### src/rtl/bit_count_unit.sv
module bit_count_unit #(
  parameter int WIDTH = 64,
  parameter int OUTW  = 32,
  parameter int IMMW  = 6
) (
  input  logic             clk,
  input  logic             rst_n,
  input  logic [WIDTH-1:0] src,
  input  logic             wide,
  input  logic [2:0]       op,
  input  logic [IMMW-1:0]  imm,
  output logic [OUTW-1:0]  cnt_q,
  output logic [WIDTH-1:0] rev_q
);
  localparam int HALF = WIDTH / 2;
  localparam int CW   = $clog2(WIDTH) + 1;

  localparam logic [2:0] OP_LONES = 3'd0;
  localparam logic [2:0] OP_LZERO = 3'd1;
  localparam logic [2:0] OP_SIGN  = 3'd2;
  localparam logic [2:0] OP_NORM  = 3'd3;
  localparam logic [2:0] OP_SIMM  = 3'd4;
  localparam logic [2:0] OP_TONES = 3'd5;
  localparam logic [2:0] OP_TZERO = 3'd6;
  localparam logic [2:0] OP_NONE  = 3'd7;

  function automatic logic [CW-1:0] lead_ones(input logic [WIDTH-1:0] v);
    logic [CW-1:0] n;
    logic hit;
    n   = CW'(WIDTH);
    hit = 1'b0;
    for (int i = WIDTH - 1; i >= 0; i--) begin
      if (!hit && !v[i]) begin
        n   = CW'(WIDTH - 1 - i);
        hit = 1'b1;
      end
    end
    return n;
  endfunction

  logic [WIDTH-1:0] opnd, rev_full, rev_half, rev_sel;
  logic [WIDTH-1:0] base, flipped, enc_in;
  logic [CW-1:0]    lead;
  logic             msb, trailing, invert, is_zero;
  logic [OUTW-1:0]  result;

  assign opnd = wide ? src : {{HALF{1'b0}}, src[HALF-1:0]};

  genvar g;
  generate
    for (g = 0; g < WIDTH; g++) begin : g_rev_full
      assign rev_full[g] = src[WIDTH-1-g];
    end
    for (g = 0; g < HALF; g++) begin : g_rev_half
      assign rev_half[g] = src[HALF-1-g];
    end
  endgenerate
  assign rev_half[WIDTH-1:HALF] = '0;

  assign rev_sel  = wide ? rev_full : rev_half;
  assign msb      = wide ? src[WIDTH-1] : src[HALF-1];
  assign is_zero  = (opnd == '0);
  assign trailing = (op == OP_TONES) || (op == OP_TZERO);
  assign invert   = (op == OP_LZERO) || (op == OP_TZERO) ||
                    (((op == OP_SIGN) || (op == OP_NORM) || (op == OP_SIMM)) && !msb);

  assign base    = trailing ? rev_sel : opnd;
  assign flipped = invert ? ~base : base;
  assign enc_in  = wide ? flipped : {flipped[HALF-1:0], {HALF{1'b0}}};
  assign lead    = lead_ones(enc_in);

  always_comb begin
    case (op)
      OP_NORM: result = is_zero ? '0 : OUTW'(lead) - OUTW'(1);
      OP_SIMM: result = OUTW'(lead) + {{(OUTW-IMMW){imm[IMMW-1]}}, imm};
      OP_NONE: result = '0;
      default: result = OUTW'(lead);
    endcase
  end

  always_ff @(posedge clk or negedge rst_n) begin
    if (!rst_n) begin
      cnt_q <= '0;
      rev_q <= '0;
    end else begin
      cnt_q <= result;
      rev_q <= rev_sel;
    end
  end


  reset_clear_chk: assert property (@(posedge clk) !rst_n |=> (cnt_q == '0 && rev_q == '0));


  narrow_bound_chk: assert property (@(posedge clk) disable iff (!rst_n)
    (!wide && op != OP_SIMM) |=> (cnt_q <= OUTW'(HALF)));


  narrow_rev_chk: assert property (@(posedge clk) disable iff (!rst_n)
    !wide |=> (rev_q[WIDTH-1:HALF] == '0));


  sign_nonzero_chk: assert property (@(posedge clk) disable iff (!rst_n)
    (op == OP_SIGN) |=> (cnt_q != '0));


  norm_zero_chk: assert property (@(posedge clk) disable iff (!rst_n)
    (op == OP_NORM && (wide ? (src == '0) : (src[HALF-1:0] == '0))) |=> (cnt_q == '0));


  idle_op_chk: assert property (@(posedge clk) disable iff (!rst_n)
    (op == OP_NONE) |=> (cnt_q == '0));
endmodule

### config.mk
export PLATFORM = sky130hd
export DESIGN_NAME = bit_count_unit
export DESIGN_NICKNAME = d
export VERILOG_FILES = /design/src/rtl/bit_count_unit.sv
export SDC_FILE = /design/constraint.sdc
export NUM_CORES = 1
export LEC_CHECK = 0
export ABC_AREA = 0
export BUFFER_PORTS_ARGS = -buffer_cell sky130_fd_sc_hd__buf_2
export CAP_MARGIN = 20
export CELL_PAD_IN_SITES_DETAIL_PLACEMENT = 1
export CELL_PAD_IN_SITES_GLOBAL_PLACEMENT = 2
export CORE_MARGIN = 3
export CORE_UTILIZATION = 29
export DETAILED_ROUTE_END_ITERATION = 12
export GPL_TIMING_DRIVEN = 0
export PLACE_DENSITY_LB_ADDON = 0.1
export SYNTH_ARGS = -nofsm -noshare
export SYNTH_HDL_FRONTEND = slang
export SYNTH_SLANG_ARGS = --single-unit
### constraint.sdc
create_clock -name clk -period 1.1 [get_ports clk]
set_clock_uncertainty 0.05 [all_clocks]
set_input_delay 0.22 -clock clk [delete_from_list [all_inputs] [get_ports clk]]
set_output_delay 0.22 -clock clk [all_outputs]
set_load 0.01 [all_outputs]
Word level (Yosys, flattened, before mapping):

Cells that the tools add are included.

* bits in registers: 96
* input bits: 76
* logic and storage cells: 343

* $add $sub $neg: 2
* eq/ne operators: 7
* multiplexer cells: 135
* bitwise gates (word level): 1
* reductions and logical operators: 196

Operator list (number)
* $mux W7: 64
* $mux W64: 5
* $logic_not A1 Y1: 126
* $pmux W32 S3: 1
* $logic_and A1 B1 Y1: 64
* $logic_not A64 Y1: 1
* $mux W1: 64
* $not A64 Y64: 1
* $mux W32: 1
* $eq A3 B3 Y1 const B: 4
* $add A8 B6 Y9: 1
* $sub A7 B1 Y8 const B: 1
* $eq A3 B2 Y1 const B: 2
* $logic_or A1 B1 Y1: 5
* $eq A3 B1 Y1 const B: 1

Longest topological paths before layout:

* depth in word-level cells: 199
* gate-level depth with buffers: 28

Worst setup path before layout:

Ideal clock, no wire load.

* path kind: input -> register
* start: input op[2]
* end: register cnt_q[30]
* library setup time: 0.118 ns
* arrival time: 4.297 ns
* slack: -3.366 ns
* cell stages on the path: 28
* buffers on the path: 8
* cells stage by stage: buf_2 > inv_2 > buf_2 > nor2_4 > buf_2 > buf_2 > buf_4 > buf_4 > buf_2 > buf_2 > nor2_1 > a21oi_1 > nor3_1 > a31oi_1 > nand4b_1 > nor3b_1 > o21ai_1 > ha_1 > inv_1 > fa_1 > nor2b_1 > o21ai_0 > nand2b_1 > a21o_1 > a21o_1 > a21oi_1 > xor2_1 > nor2_1

* longest elaborated chain between the ends: 199
* elaborated cells between the ends (all ways): 336

Ends and longest elaborated chain
* start, declared: RTL line 10 `input logic [2:0] op,`
* $eq A3 B2 Y1 (on tied branches): RTL line 65, 73
* $logic_or A1 B1 Y1 (2 in series): RTL line 65 `(((op == OP_SIGN) || (op == OP_NORM) || (op == OP_SIMM)) && !msb);`
* $logic_and A1 B1 Y1: RTL line 65
* $logic_or A1 B1 Y1: RTL line 64 `assign invert = (op == OP_LZERO) || (op == OP_TZERO) ||`
* $mux W64: RTL line 68 `assign flipped = invert ? ~base : base;`
* $mux W64: RTL line 69 `assign enc_in = wide ? flipped : {flipped[HALF-1:0], {HALF{1'b0}}};`
* $logic_not A1 Y1: RTL line 33 `if (!hit && !v[i]) begin`
* $logic_and A1 B1 Y1: RTL line 33
* [... 182 more ...]
* $logic_and A1 B1 Y1: RTL line 33
* $mux W1: RTL line 33
* $logic_not A1 Y1: RTL line 33
* $logic_and A1 B1 Y1: RTL line 33
* $mux W7: RTL line 33
* $sub A7 B1 Y8: RTL line 74 `OP_NORM: result = is_zero ? '0 : OUTW'(lead) - OUTW'(1);`
* $mux W32: RTL line 74
* $pmux W32 S3 (*): RTL line 73 `case (op)`
* end signal, assigned: RTL line 86 `cnt_q <= result;`
* end, declared: RTL line 12 `output logic [OUTW-1:0] cnt_q,`

Every way passes the cells marked *; elsewhere a longest branch is shown, timed or not.

Final worst setup path:

* start: input wide
* end: register cnt_q[6]

* elaborated cells between the ends (all ways): 330

RTL lines
* start, declared: RTL line 9 `input logic wide,`
* $mux W64 (*): RTL line 60 `assign rev_sel = wide ? rev_full : rev_half;`
* net rev_sel[9]: RTL line 41 `logic [WIDTH-1:0] opnd, rev_full, rev_half, rev_sel;`
* $mux W64 (*): RTL line 67 `assign base = trailing ? rev_sel : opnd;`
* $not A64 Y64: RTL line 68
* $mux W64 (*): RTL line 68
* $mux W64 (*): RTL line 69
* $logic_not A1 Y1: RTL line 33
* $logic_and A1 B1 Y1: RTL line 33
* [... 120 more ...]
* $mux W1: RTL line 33
* $logic_not A1 Y1: RTL line 33
* $logic_and A1 B1 Y1: RTL line 33
* $mux W7 (*): RTL line 33
* $sub A7 B1 Y8: RTL line 74
* $mux W32: RTL line 74
* $pmux W32 S3 (*): RTL line 73
* net result[6]: RTL line 45 `logic [OUTW-1:0] result;`

Mark *: on every way through the listed nets, which the timed path passes. The rest lies on a longest branch.

==> impl_metrics.yaml <==
detailed_routing:
  avgRoutedWirePerCell_um: 31.0
  drcViolationCount: 0
  drt_first_iter_violations: 1009
  dr_total_vias: 9456
  detailedRoute.firstPassIterationCount: 5
  drt.antenna.violating_nets: 0
  postRouteWirelength_mm: 47.6
  post_drt_via_cell_ratio: 6.17
sta:
  slew_headroom: 0.342
  hold_violations: 0
  worst_pin_slew_ns: 0.978
  finalWorstPathRequiredPeriod_ns: 4.40
  fin_crit_sh: 4.00
  timing_max_transition_violations_final: 0
  timing.fmax_mhz: 227
  timing.final.ws_setup_ns: -3.30
  grt_setup_unrepaired: "true"
  timing.final.setup_violations: 128
synth:
  netlist-cell-type-count: 112
  post_synth_most_frequent_cells: "sky130_fd_sc_hd__dfrtp_1, sky130_fd_sc_hd__a21oi_1, sky130_fd_sc_hd__nand2_1"
  post-synth-top-count-cell: "sky130_fd_sc_hd__dfrtp_1"
  syn_inst: 948
  flops_latches_synth: 73
  synth-warning-count: 0
  synth.area.top_cells: "sky130_fd_sc_hd__dfrtp_1, sky130_fd_sc_hd__mux2i_1, sky130_fd_sc_hd__a21oi_1, sky130_fd_sc_hd__buf_4, sky130_fd_sc_hd__nand2_1"
  post_synth.cell_area_avg_um2: 8.10
  dominantRegCellSynth: "sky130_fd_sc_hd__dfrtp_1"
  syn_area_mm2: 0.00768
  synth_edf_count: 0
  synth_top_area_frac: 0.238
  synth_async_sr_flop_share: 1.00
  synth.largest_area_cell: "sky130_fd_sc_hd__dfrtp_1"
  share_of_synthesized_area_occupied_by_flip_flops_and_latches: 0.238
  mappedNetlistNets: 1035
floorplan:
  row_count: 58
  chipHeight_um: 169
  design.portCount: 172
  floorplan.core_area_mm2: 0.0256
  fp.dieArea_mm2: 0.0285
  initial_core_util: 0.300
  die_w_um: 169
status:
  violations: "negative setup slack"
  status: "finished with violations"
power:
  power_density_mw_per_mm2: 1020
  comb_power_share: 0.485
  total_power_mw: 11.7
  power.internal_mw: 6.76
  ir_worst_vdd_uv: 580
  share_clk_of_total_power: 0.266
  swShare: 0.420
  p_leak_nw: 4.94
  pwr-share-seq: 0.249
  power_switching_mw: 4.91
global_route:
  grt_first_pass_wirelength_mm: 67.5
  first_global_vias: 9602
  grt_use_total: 0.323
  number_of_antenna_violations_at_the_first_check_in_global_routing: 0
  grt_start_max_net_pins: 45
  grt_overflow: 0
placed_design:
  port_buffers: 155
  weighted_congestion_at_the_end_of_routability_driven_global_placement: 1.04
  place.detailed.instances: 1434
  detailed_placement_hpwl_mm: 34.2
worst_setup_path:
  crit_type: "input pin to flop"
  crit_path_cell_trace: "buf_16 -> buf_12 -> mux2_2 -> a211oi_1 -> a2111o_1 -> o31a_1 -> buf_4 -> nand3_4 -> or4_1 -> a311o_2 -> nor3b_4 -> o21ai_2 -> ha_4 -> inv_2 -> fa_2 -> nor2b_2 -> o21ai_2 -> nand2b_1 -> a21o_1 -> a21o_1 -> xnor2_1 -> nand2_1 -> o2111ai_2"
  startpoint_class: "input pin"
  cp_slowest_stage_delay_ns: 0.50
  cp-end-kind: "flop"
  timing.critical_path.required_ns: 1.32
  critical_path_arrival_ns: 4.62
  slowest_stage: "sky130_fd_sc_hd__or4_1"
  top_fanout_value_on_the_critical_path: 10
cells_and_area:
  antenna-diode-count: 0
  syn_to_final_growth_pct: 49.5
  final_cells: 1533
  fillCellCount: 3001
  end_of_flow_core_utilization: 0.448
  layout-drive-gt1-share: 0.435
  design.final.nets: 1285
cts:
  clk_pin_slew_ns: 0.08
  clock_path_buffers: 2
  numClockSinks: 73
  htree_num_levels: 3
  cts.root.buffer_cell: "sky130_fd_sc_hd__clkbuf_16"
  number_of_cts_inserted_buffers: 9
  cts_tree: "done"
worst_hold_path:
  hold_path_class: "input pin to flop"
job:
  max_cap_violations: 0
[power groups by stage]
stage,registers (mW),logic (mW),clock network [mW]
finish,2.91,5.66,3.10
global placement,2.96,4.44,0
global route,2.93,5.90,3.26
floorplan,3.07,2.57,0
detailed placement,2.96,4.44,0
CTS,2.91,5.28,3.16
[kinds of logic (layout without fill, tap and decap cells)]
group / count (synthesis) / in the layout / synth area share
AOI/OAI and AO/OA: 289 / 289 / 0.270
xor gates and xnor gates: 23 / 23 / 0.0297
adders and majority gates: 11 / 11 / 0.0189
buffers and inverters: 141 / 396 / 0.0970
DFF: 73 / 73 / 0.238
muxes: 60 / 60 / 0.0877
and+or+nand+nor: 351 / 351 / 0.259
[sequential cells by signal, indices dropped and copies added (netlist names)]
signal	count
rev_q	64
cnt_q	9
[metal layers]
metal | GRT usage | up-vias | share of wire
met5 | 0 | - | 0
met2 | 0.495 | 561 | 0.44
met1 | 0.439 | 4703 | 0.42
met4 | 0.119 | 0 | 0.037
met3 | 0.0815 | 107 | 0.10
li1 | - | 4085 | -
[final cells by class]
class                           count  area [um^2]  share of cell area
Buffer                            100         1160               0.101
Clock buffer                       11          253              0.0220
Clock inverter                      5         38.8             0.00338
Inverter                           40          153              0.0133
Multi-Input combinational cell    734         5840               0.509
Sequential cell                    73         1830               0.159
Tap cell                          330          413              0.0360
Timing Repair Buffer              240         1800               0.157
[per-stage QoR]
step	setup TNS, ns	area (um^2)	hold WS [ns]	setup WS (ns)
after floorplan	-41.79	8040	-0.126	-3.20
after global placement	-134.76	9230	0.482	-4.72
after detailed placement	-81.16	9260	0.142	-4.71
after CTS	-49.48	11000	0.109	-3.20
after global routing	-53.07	11500	0.137	-3.51
final	-49.25	11500	0.124	-3.30
[worst paths after layout]
check,slack (ns),cells past startpoint,startpoint,to
worst max-delay path,-3.30,23,wide,cnt_q[6]
worst min-delay path,0.12,3,src[47],rev_q[16]
max in group asynchronous,0.18,3,rst_n,cnt_q[30]
min in group asynchronous,0.25,2,rst_n,rev_q[42]
[placed cells by master, fill, tap and decap left out, types with 9 or more instances in the layout]
cell,Yosys,final
sky130_fd_sc_hd__mux2_2,17,11
sky130_fd_sc_hd__a211oi_1,15,15
sky130_fd_sc_hd__a21oi_1,62,54
sky130_fd_sc_hd__o211ai_1,15,15
sky130_fd_sc_hd__a31oi_1,15,14
sky130_fd_sc_hd__nor3_1,38,34
sky130_fd_sc_hd__buf_6,6,73
sky130_fd_sc_hd__mux2i_4,3,15
sky130_fd_sc_hd__buf_8,0,11
sky130_fd_sc_hd__nand3_1,31,30
sky130_fd_sc_hd__mux2i_1,36,21
sky130_fd_sc_hd__nand4_1,25,25
sky130_fd_sc_hd__a211o_1,9,9
sky130_fd_sc_hd__inv_1,35,30
sky130_fd_sc_hd__o22ai_1,15,12
sky130_fd_sc_hd__buf_4,31,72
sky130_fd_sc_hd__clkbuf_16,0,13
sky130_fd_sc_hd__a21o_1,10,10
sky130_fd_sc_hd__buf_2,27,129
sky130_fd_sc_hd__nand2_1,62,58
sky130_fd_sc_hd__o21ai_0,41,30
sky130_fd_sc_hd__dfrtp_1,73,72
sky130_fd_sc_hd__nand2b_1,10,10
sky130_fd_sc_hd__and3_1,9,9
sky130_fd_sc_hd__buf_12,0,17
sky130_fd_sc_hd__a21oi_2,2,9
sky130_fd_sc_hd__and2_1,28,10
sky130_fd_sc_hd__nor4_1,22,15
sky130_fd_sc_hd__inv_2,5,9
sky130_fd_sc_hd__nor2_1,59,55
sky130_fd_sc_hd__xnor2_1,16,13
sky130_fd_sc_hd__and2_4,0,18
[timing repair]
action,CTS,global route
hold buffers,1,0
pin swaps,44,29
endpoints found under the setup margin,137,166
cloned,3,2
resized for setup,210,76
endpoints found under the hold margin,29,0
buffers inserted,62,17
[worst max-delay path, delay by kind of cell]
family,cells,cell delay (ns)
xor+xnor,1,0.13
buf+inv,4,0.51
compound gates,9,1.65
mux,1,0.43
fa+ha+maj,2,0.52
simple gates,6,1.15
Power figures use the tool's default switching activity.
